$ cat src/rtl/bcn_pkg.sv
package bcn_pkg;
  typedef enum logic [2:0] {
    ST_BOOT   = 3'd0,
    ST_DOZE   = 3'd1,
    ST_LISTEN = 3'd2,
    ST_SCAN   = 3'd3,
    ST_RECV   = 3'd4,
    ST_XMIT   = 3'd5
  } pwr_state_e;
endpackage

$ cat src/rtl/bcn_period_timer.sv
module bcn_period_timer #(
  parameter int CNT_W = 16
) (
  input  logic             clk,
  input  logic             rst,
  input  logic [CNT_W-1:0] period,
  input  logic [CNT_W-1:0] guard,
  input  logic             resync,
  output logic             wake_pt
);
  logic [CNT_W-1:0] to_next;
  logic [CNT_W-1:0] reload;

  assign reload  = period - CNT_W'(1);
  assign wake_pt = (to_next == guard);

  always_ff @(posedge clk) begin
    if (rst || resync) begin
      to_next <= reload;
    end else if (to_next == '0) begin
      to_next <= reload;
    end else begin
      to_next <= to_next - CNT_W'(1);
    end
  end

  AST_TIMER_RANGE: assert property (@(posedge clk) disable iff (rst)
    (period != '0) |-> (to_next < period));
  AST_TIMER_RESYNC: assert property (@(posedge clk) disable iff (rst)
    (resync && $stable(period)) |=> (to_next == reload));
endmodule

$ cat src/rtl/bcn_list_scan.sv
module bcn_list_scan #(
  parameter int ID_W = 8
) (
  input  logic            clk,
  input  logic            rst,
  input  logic            accept,
  input  logic [ID_W-1:0] item_id,
  input  logic            item_last,
  input  logic [ID_W-1:0] own_id,
  output logic            list_start,
  output logic            list_done,
  output logic            list_hit
);
  logic in_list;
  logic hit_q;
  logic match;

  assign match      = (item_id == own_id);
  assign list_start = accept && !in_list;
  assign list_done  = accept && item_last;
  assign list_hit   = hit_q || match;

  always_ff @(posedge clk) begin
    if (rst) begin
      in_list <= 1'b0;
      hit_q   <= 1'b0;
    end else if (accept) begin
      if (item_last) begin
        in_list <= 1'b0;
        hit_q   <= 1'b0;
      end else begin
        in_list <= 1'b1;
        hit_q   <= hit_q || match;
      end
    end
  end

  AST_HIT_STICKY: assert property (@(posedge clk) disable iff (rst)
    (hit_q && !list_done) |=> hit_q);
  AST_START_ONCE: assert property (@(posedge clk) disable iff (rst)
    (list_start && !item_last) |=> !list_start);
endmodule

$ cat src/rtl/bcn_pwr_fsm.sv
module bcn_pwr_fsm
  import bcn_pkg::*;
#(
  parameter int CNT_W  = 16,
  parameter int MISS_W = 8
) (
  input  logic              clk,
  input  logic              rst,
  input  logic [CNT_W-1:0]  guard,
  input  logic [CNT_W-1:0]  bcn_wait,
  input  logic [CNT_W-1:0]  rx_wait,
  input  logic              wake_pt,
  input  logic              list_start,
  input  logic              list_done,
  input  logic              list_hit,
  input  logic              tx_req,
  input  logic              rx_done,
  output logic              listening,
  output logic              radio_on,
  output logic [2:0]        state_code,
  output logic [MISS_W-1:0] miss_cnt
);
  localparam int DW = CNT_W + 1;

  pwr_state_e      state, nxt;
  logic [DW-1:0]   dwell;
  logic [DW-1:0]   listen_lim;
  logic [DW-1:0]   rx_lim;
  logic            miss_inc;
  logic            after_list;

  assign listen_lim = DW'(guard) + DW'(bcn_wait) - DW'(1);
  assign rx_lim     = DW'(rx_wait) - DW'(1);
  assign listening  = (state == ST_BOOT) || (state == ST_LISTEN) || (state == ST_SCAN);
  assign state_code = state;
  assign after_list = list_hit ? 1'b1 : 1'b0;

  always_comb begin
    nxt      = state;
    miss_inc = 1'b0;
    case (state)
      ST_BOOT: begin
        if (list_done)       nxt = after_list ? ST_RECV : ST_DOZE;
        else if (list_start) nxt = ST_SCAN;
      end
      ST_LISTEN: begin
        if (list_done)       nxt = after_list ? ST_RECV : ST_DOZE;
        else if (list_start) nxt = ST_SCAN;
        else if (dwell == listen_lim) begin
          nxt      = ST_DOZE;
          miss_inc = 1'b1;
        end
      end
      ST_SCAN: begin
        if (list_done) nxt = after_list ? ST_RECV : ST_DOZE;
      end
      ST_RECV: begin
        if (rx_done || dwell == rx_lim) nxt = ST_DOZE;
      end
      ST_DOZE: begin
        if (tx_req)       nxt = ST_XMIT;
        else if (wake_pt) nxt = ST_LISTEN;
      end
      ST_XMIT: begin
        if (!tx_req) nxt = ST_DOZE;
      end
      default: nxt = ST_DOZE;
    endcase
  end

  always_ff @(posedge clk) begin
    if (rst) begin
      state    <= ST_BOOT;
      radio_on <= 1'b1;
      dwell    <= '0;
      miss_cnt <= '0;
    end else begin
      state    <= nxt;
      radio_on <= (nxt != ST_DOZE);
      dwell    <= (nxt != state) ? '0 : dwell + DW'(1);
      if (miss_inc && miss_cnt != '1) miss_cnt <= miss_cnt + MISS_W'(1);
    end
  end

  AST_TX_WAKE: assert property (@(posedge clk) disable iff (rst)
    (state == ST_DOZE && tx_req) |=> (radio_on && state == ST_XMIT));
  AST_DOZE_QUIET: assert property (@(posedge clk) disable iff (rst)
    (state == ST_DOZE && !tx_req && !wake_pt) |=> (state == ST_DOZE && !radio_on));
  AST_LISTEN_BOUND: assert property (@(posedge clk) disable iff (rst)
    (state == ST_LISTEN) |-> (dwell <= listen_lim));
  AST_RECV_BOUND: assert property (@(posedge clk) disable iff (rst)
    (state == ST_RECV && rx_wait != '0) |-> (dwell <= rx_lim));
  AST_MISS_STEP: assert property (@(posedge clk) disable iff (rst)
    (state == ST_LISTEN && !list_start && dwell == listen_lim && miss_cnt != '1)
    |=> (miss_cnt == MISS_W'($past(miss_cnt) + 1'b1)));
  AST_MISS_STICKY: assert property (@(posedge clk) disable iff (rst)
    (miss_cnt == '1) |=> (miss_cnt == '1));
  AST_BOOT_HOLD: assert property (@(posedge clk) disable iff (rst)
    (state == ST_BOOT && !list_start && !list_done) |=> (state == ST_BOOT && radio_on));
endmodule

$ cat src/rtl/beacon_sleep_ctrl.sv
module beacon_sleep_ctrl #(
  parameter int CNT_W  = 16,
  parameter int ID_W   = 8,
  parameter int MISS_W = 8
) (
  input  logic              clk,
  input  logic              rst,
  input  logic [CNT_W-1:0]  cfg_period,
  input  logic [CNT_W-1:0]  cfg_guard,
  input  logic [CNT_W-1:0]  cfg_bcn_wait,
  input  logic [CNT_W-1:0]  cfg_rx_wait,
  input  logic [ID_W-1:0]   self_id,
  input  logic              bcn_valid,
  input  logic [ID_W-1:0]   bcn_id,
  input  logic              bcn_last,
  input  logic              tx_req,
  input  logic              rx_done,
  output logic              radio_on,
  output logic [2:0]        pwr_state,
  output logic [MISS_W-1:0] miss_cnt
);
  logic listening;
  logic accept;
  logic list_start;
  logic list_done;
  logic list_hit;
  logic wake_pt;

  assign accept = bcn_valid && listening;

  bcn_period_timer #(.CNT_W(CNT_W)) u_timer (
    .clk     (clk),
    .rst     (rst),
    .period  (cfg_period),
    .guard   (cfg_guard),
    .resync  (list_start),
    .wake_pt (wake_pt)
  );

  bcn_list_scan #(.ID_W(ID_W)) u_scan (
    .clk        (clk),
    .rst        (rst),
    .accept     (accept),
    .item_id    (bcn_id),
    .item_last  (bcn_last),
    .own_id     (self_id),
    .list_start (list_start),
    .list_done  (list_done),
    .list_hit   (list_hit)
  );

  bcn_pwr_fsm #(.CNT_W(CNT_W), .MISS_W(MISS_W)) u_fsm (
    .clk        (clk),
    .rst        (rst),
    .guard      (cfg_guard),
    .bcn_wait   (cfg_bcn_wait),
    .rx_wait    (cfg_rx_wait),
    .wake_pt    (wake_pt),
    .list_start (list_start),
    .list_done  (list_done),
    .list_hit   (list_hit),
    .tx_req     (tx_req),
    .rx_done    (rx_done),
    .listening  (listening),
    .radio_on   (radio_on),
    .state_code (pwr_state),
    .miss_cnt   (miss_cnt)
  );
endmodule

$ cat config.mk
export PLATFORM = sky130hd
export DESIGN_NAME = beacon_sleep_ctrl
export DESIGN_NICKNAME = d
export VERILOG_FILES = /design/src/rtl/bcn_pkg.sv /design/src/rtl/bcn_period_timer.sv /design/src/rtl/bcn_list_scan.sv /design/src/rtl/bcn_pwr_fsm.sv /design/src/rtl/beacon_sleep_ctrl.sv
export SDC_FILE = /design/constraint.sdc
export NUM_CORES = 1
export LEC_CHECK = 0
export CORE_MARGIN = 4
export CORE_UTILIZATION = 25
export CTS_BUF_LIST = sky130_fd_sc_hd__clkbuf_16
export CTS_CLUSTER_DIAMETER = 150
export DETAILED_ROUTE_END_ITERATION = 6
export DONT_BUFFER_PORTS = 1
export SETUP_SLACK_MARGIN = 0.1
export SYNTH_ARGS = -nofsm -noshare
export SYNTH_HDL_FRONTEND = slang
export SYNTH_SLANG_ARGS = --single-unit
$ cat constraint.sdc
create_clock -name clk -period 5.2 [get_ports clk]
set_clock_uncertainty 0.1 [all_clocks]
set_input_delay 1.56 -clock clk [delete_from_list [all_inputs] [get_ports clk]]
set_output_delay 1.56 -clock clk [all_outputs]
set_load 0.01 [all_outputs]
# --- Word level (Yosys, flattened, before mapping) ---
# Cells that the tools add are included.
totals:
  reg_bits: 47
  inputBits: 86
  out_inout_bits: 12
  elab_cells: 60
op_classes:
  n_addsub: 7
  n_eq_ne: 12
  mux: 21
  n_reduce_logical: 13
op_table:
  columns: ["cell", "count"]
  rows:
  - ["== test 17 bit", 2]
  - ["2-to-1 mux 3 bit", 11]
  - ["2-to-1 mux 16 bit", 2]
  - ["subtractor 16 x 1 -> 16 bit (second input constant)", 2]
  - ["case mux 3 bit (6 select lines)", 1]
  - ["adder 16 x 16 -> 17 bit", 1]
  - ["adder 17 x 1 -> 17 bit (second input constant)", 1]
  - ["subtractor 16 x 1 -> 17 bit (second input constant)", 1]
  - ["subtractor 17 x 1 -> 17 bit (second input constant)", 1]
  - ["== test 16 bit", 1]
  - ["zero test 16 bit", 1]
  - ["adder 8 x 1 -> 8 bit (second input constant)", 1]
  - ["== test 8 bit", 1]
  - ["inequality test 8 bit (second input constant)", 1]
  - ["2-to-1 mux 1 bit", 7]
  - ["== test 3 x 2 -> 1 bit (second input constant)", 2]
  - ["== test 3 bit (second input constant)", 2]
  - ["logical OR 1 bit", 5]
  - ["logical AND 1 bit", 4]
  - ["== test 3 x 1 -> 1 bit (second input constant)", 1]
  - ["zero test 3 bit", 1]
  - ["inequality test 3 x 1 -> 1 bit (second input constant)", 1]
  - ["inequality test 3 bit", 1]
  - ["OR reduction 2 bit", 1]
  - ["zero test 1 bit", 1]

# --- Logic depth before layout (Yosys ltp) ---
depth:
  depth_word: 10
  depth_mapped: 16

# --- Modules after synthesis ---
# Synthesis repeated with hierarchy kept, for this count alone.
hier_totals:
  cells_unflattened: 666
  hier_area_um2: 5039.8
by_module_without_submodules:
  columns: ["module", "instances", "cells_each", "area_each_um2", "seq_area_each_um2"]
  rows:
  - ["bcn_pwr_fsm", 1, 501, 3601.0, 580.6]
  - ["bcn_period_timer", 1, 146, 1267.5, 320.3]
  - ["bcn_list_scan", 1, 18, 165.2, 40.0]
  - ["beacon_sleep_ctrl", 1, 1, 6.3, 0.0]

# --- Worst setup path before layout ---
# No wires, ideal clock.
synth_timing:
  kind: "input-to-reg"
  start: "input port cfg_guard[1]"
  end: "register u_fsm.miss_cnt[4]"
  setup_time_ns: 0.071
  arrival_ns: 4.691
  required_time_ns: 5.029
  slack_ns: 0.338
  stages: 15
  cell_sequence: "inv_1 ha_1 inv_1 ha_1 inv_1 fa_1 nor2b_1 o2111ai_1 a2111oi_0 o41ai_2 xnor2_1 nor4_4 nand3_1 or4_1 a21oi_1"
synth_via:
  elab_chain_len: 8
synth_lines:
  columns: ["item", "line_no", "rtl"]
  rows:
  - ["start: declaration", "beacon_sleep_ctrl.sv:9", "input logic [CNT_W-1:0] cfg_guard,"]
  - ["adder 16 x 16 -> 17 bit", "bcn_pwr_fsm.sv:32", "assign listen_lim = DW'(guard) + DW'(bcn_wait) - DW'(1);"]
  - ["subtractor 17 x 1 -> 17 bit", "bcn_pwr_fsm.sv:32", null]
  - ["== test 17 bit", "bcn_pwr_fsm.sv:49", "else if (dwell == listen_lim) begin"]
  - ["2-to-1 mux 1 bit", "bcn_pwr_fsm.sv:49", null]
  - ["2-to-1 mux 1 bit", "bcn_pwr_fsm.sv:48", "else if (list_start) nxt = ST_SCAN;"]
  - ["2-to-1 mux 1 bit", "bcn_pwr_fsm.sv:47", "if (list_done) nxt = after_list ? ST_RECV : ST_DOZE;"]
  - ["2-to-1 mux 1 bit", "bcn_pwr_fsm.sv:41", "case (state)"]
  - ["logical AND 1 bit", "bcn_pwr_fsm.sv:81", "if (miss_inc && miss_cnt != '1) miss_cnt <= miss_cnt + MISS_W'(1);"]
  - ["end signal: assignment", "bcn_pwr_fsm.sv:81", null]
  - ["end: declaration", "bcn_pwr_fsm.sv:21", "output logic [MISS_W-1:0] miss_cnt"]
# No other way between the ends.
# A chain may end at the register's enable or synchronous reset.

# --- Worst setup path in the final report ---
layout_timing:
  start: "input port cfg_bcn_wait[2]"
  end: "register u_fsm.miss_cnt[4]"
layout_via:
  elab_chain_len: 8
layout_lines:
  columns: ["item", "line_no", "rtl"]
  rows:
  - ["start: declaration", "beacon_sleep_ctrl.sv:10", "input logic [CNT_W-1:0] cfg_bcn_wait,"]
  - ["adder 16 x 16 -> 17 bit", "bcn_pwr_fsm.sv:32", null]
  - ["subtractor 17 x 1 -> 17 bit", "bcn_pwr_fsm.sv:32", null]
  - ["== test 17 bit", "bcn_pwr_fsm.sv:49", null]
  - ["2-to-1 mux 1 bit", "bcn_pwr_fsm.sv:49", null]
  - ["2-to-1 mux 1 bit", "bcn_pwr_fsm.sv:48", null]
  - ["2-to-1 mux 1 bit", "bcn_pwr_fsm.sv:47", null]
  - ["2-to-1 mux 1 bit", "bcn_pwr_fsm.sv:41", null]
  - ["logical AND 1 bit", "bcn_pwr_fsm.sv:81", null]
# No other way between the ends.

==> results.toml <==
[power_and_ir_drop]
ir_drop_uv = 127
power_density_nw_per_um2 = 235
p_sw_uw = 503
swShare = 0.377
intPower_uw = 833
pwr-share-clk = 0.278
p_leak_nw = 2.23
comb_power_share = 0.389
pwr-share-seq = 0.333

[clock_network]
hold_buffers = 0
post_cts_buffers = 0
clk_latency_ps = 290
cts_made_buffers = 5
cts_tree = "done"
ctsHtreeMaxLevel = 2
path_clk_slew_ps = 70
clockBufferDepth = 2
clockRootBuffer = "clkbuf_16"
cts_sinks = 47

[worst_setup_path]
cp_top_family = "compound AO/OA/AOI/OAI gates"
path_cells = "inv_1 > ha_1 > inv_1 > ha_1 > a211oi_1 > o21ai_0 > o21ai_0 > o21ai_0 > a211o_1 > nor4_4 > nand3_1 > or4_1 > a21oi_1"
crit_slowest_cell = "or4_1"
cp_common_cell = "o21ai_0"
path_class = "in2reg"
critPathRequiredTime_ps = 5320
critPathMaxStageDelay_ps = 450
path_max_fanout = 5
cp-start-kind = "input port"
crit_buf_inv = 2
arrival_ps = 4900
endpoint_kind = "register"

[run_status]
status = "finished, final reports clean"

[final_layout]
register_area_um2 = 941
drive_gt1_frac = 0.0616
diodes = 0
fillers = 2269
layout.nets = 821
final_area_um2 = 5690
multiInputGateArea_um2 = 3860
area_growth_pct = 8.41

[yosys]
synthFlopType = "dfxtp_1"
syn_inst = 710
synth_area_leader_cell = "dfxtp_1"
ys_types = 72
yosysSeqAreaShare = 0.179
synth_edf_count = 0
syn_nets = 834
synthAdderAreaFrac = 0.0920
synth_compound_area_frac = 0.188
yosys_warnings = 0
synthArstFlopShare = 0
syn_area_um2 = 5250
synth_area_leaders = "dfxtp_1 (18%), xor2_1 (8.8%), ha_1 (8.8%)"
synthMuxAreaShare = 0.0157
yosysMostFrequentCell = "inv_1"
synth-xor-area-share = 0.170
synth_top_family_by_area = "simple AND/OR/NAND/NOR gates"
ys_ff_latch = 47
yosys-top-cells-count = "inv_1 (78), xor2_1 (53), xnor2_1 (49)"
synth-simple-area-share = 0.266
synth_top_area_share = 0.179
syn_area_per_cell_um2 = 7.39

[placement]
dpl_cell_area_um2 = 5520
gp_congestion = 0.877
portBuffers = 0
dp_hpwl_um = 12500

[global_routing]
grt_antenna_before_repair = 0
grt_pass1_vias = 4554
grt_pass1_wl_um = 24200
groute.usage.overall = 0.124
grt_max_degree = 33
grt_overflow = 0

[sta]
whs_ps = 408
max_slew.worst_pin.slew_ps = 1110
slew_violations = 0
finalSetupViolations = 0
min_period_over_period = 0.919
setup-tns-final_ps = 0
fin_crit_ps = 4780
hold_viol = 0
max_freq_mhz = 209
timing.slew.headroom = 0.261
rsz0062_at_grt = "false"

[drt]
viasPerCell = 5.04
num_vias = 4875
antenna_left = 0
wire_per_inst_um = 15.7
first_iter_violations = 226
wl_um = 15200
drc = 0
drtPass1Iterations = 5

[die]
die_y_um = 153
rows = 52
fp.coreArea_um2 = 20400
num_io_pins = 98
die_x_um = 153
die_area_um2 = 23400
initial_core_util = 0.257

[min_path]
holdCritPathClass = "reg2reg"

[job]
timing.max_cap.violations = 0
## cells by family after synthesis
family,count (synthesis)
fa+ha+maj,38
flops,47
buf+inv,110
compound gates,143
mux,8
xor+xnor,102
simple gates,262
## what timing repair did
action,in CTS,in global routing
endpoints found under the setup margin,0,24
resized for setup,0,2
endpoints found under the hold margin,0,0
## cell type report
cell class                 instances  area share
multi-input combinational        553       0.679
sequential                        47       0.165
tap                              270      0.0594
inverter                          78      0.0515
clock buffer                       5      0.0220
timing repair buffer              12      0.0158
clock inverter                     3     0.00748
## flip-flops by register name, indices dropped and copies added (netlist names)
register and count:
u_fsm.miss_cnt 8, u_fsm.dwell 17, u_fsm.state_code 3, u_timer.to_next 16
u_scan.hit_q 1, u_scan.in_list 1, u_fsm.radio_on 1
## per-stage QoR
step / total power [mW] / setup WS [ps] / utilization / std cells
2_1_floorplan: 0.869 / 338 / - / 710
3_3_place_gp: 0.966 / 108 / 0.270 / 960
3_5_place_dp: 0.967 / 42.3 / 0.270 / 960
4_1_cts: 1.34 / 328 / 0.278 / 968
5_1_grt: 1.43 / 119 / 0.279 / 968
6_report: 1.34 / 420 / 0.279 / 968
## worst paths after layout
path	slack (ps)	startpoint	end	depth (start not counted)
setup / recovery	420	cfg_bcn_wait[2]	u_fsm.miss_cnt[4]$_SDFFE_PP0P_	13
hold / removal	410	u_timer.to_next[0]$_DFF_P_	u_timer.to_next[0]$_DFF_P_	1
setup reg to reg	2300	u_timer.to_next[3]$_DFF_P_	u_fsm.dwell[6]$_SDFF_PP0_	10
hold reg to reg	410	u_timer.to_next[0]$_DFF_P_	u_timer.to_next[0]$_DFF_P_	1
## power by group through the flow
stage	Clock (mW)	Combinational [mW]	Sequential (mW)
floorplan	0	0.436	0.433
global placement	0	0.511	0.455
detailed placement	0	0.513	0.454
CTS	0.380	0.517	0.446
global route	0.393	0.581	0.453
finish	0.371	0.520	0.445
## cells in the final DEF, fill, tap and decap left out, types with 5 or more instances in the layout
cell	Yosys	final
inv_1	78	78
xor2_1	53	53
xnor2_1	49	49
dfxtp_1	47	47
nor2_1	46	46
nand2_1	45	45
a21oi_1	41	41
nor3_1	40	40
nand3_1	39	39
ha_1	37	37
o21ai_0	22	22
nor4_1	18	18
a21o_1	12	12
buf_4	0	12
nand3b_1	10	10
a21oi_2	10	10
nor2b_1	9	9
nand4_1	9	9
and3_1	8	8
nand2b_1	7	7
or3_1	6	6
o21a_1	6	6
mux2i_1	6	6
nor3b_1	5	5
a211o_1	5	5
clkbuf_16	0	5
## layer usage
metal | global-route usage | vias to the layer above | wire, um
met5 | 0 | - | 0
met4 | 0.0259 | 0 | 186
met3 | 0.0232 | 16 | 990
met2 | 0.208 | 145 | 7040
met1 | 0.168 | 2248 | 7020
li1 | - | 2466 | -
Power figures use the tool's default switching activity.
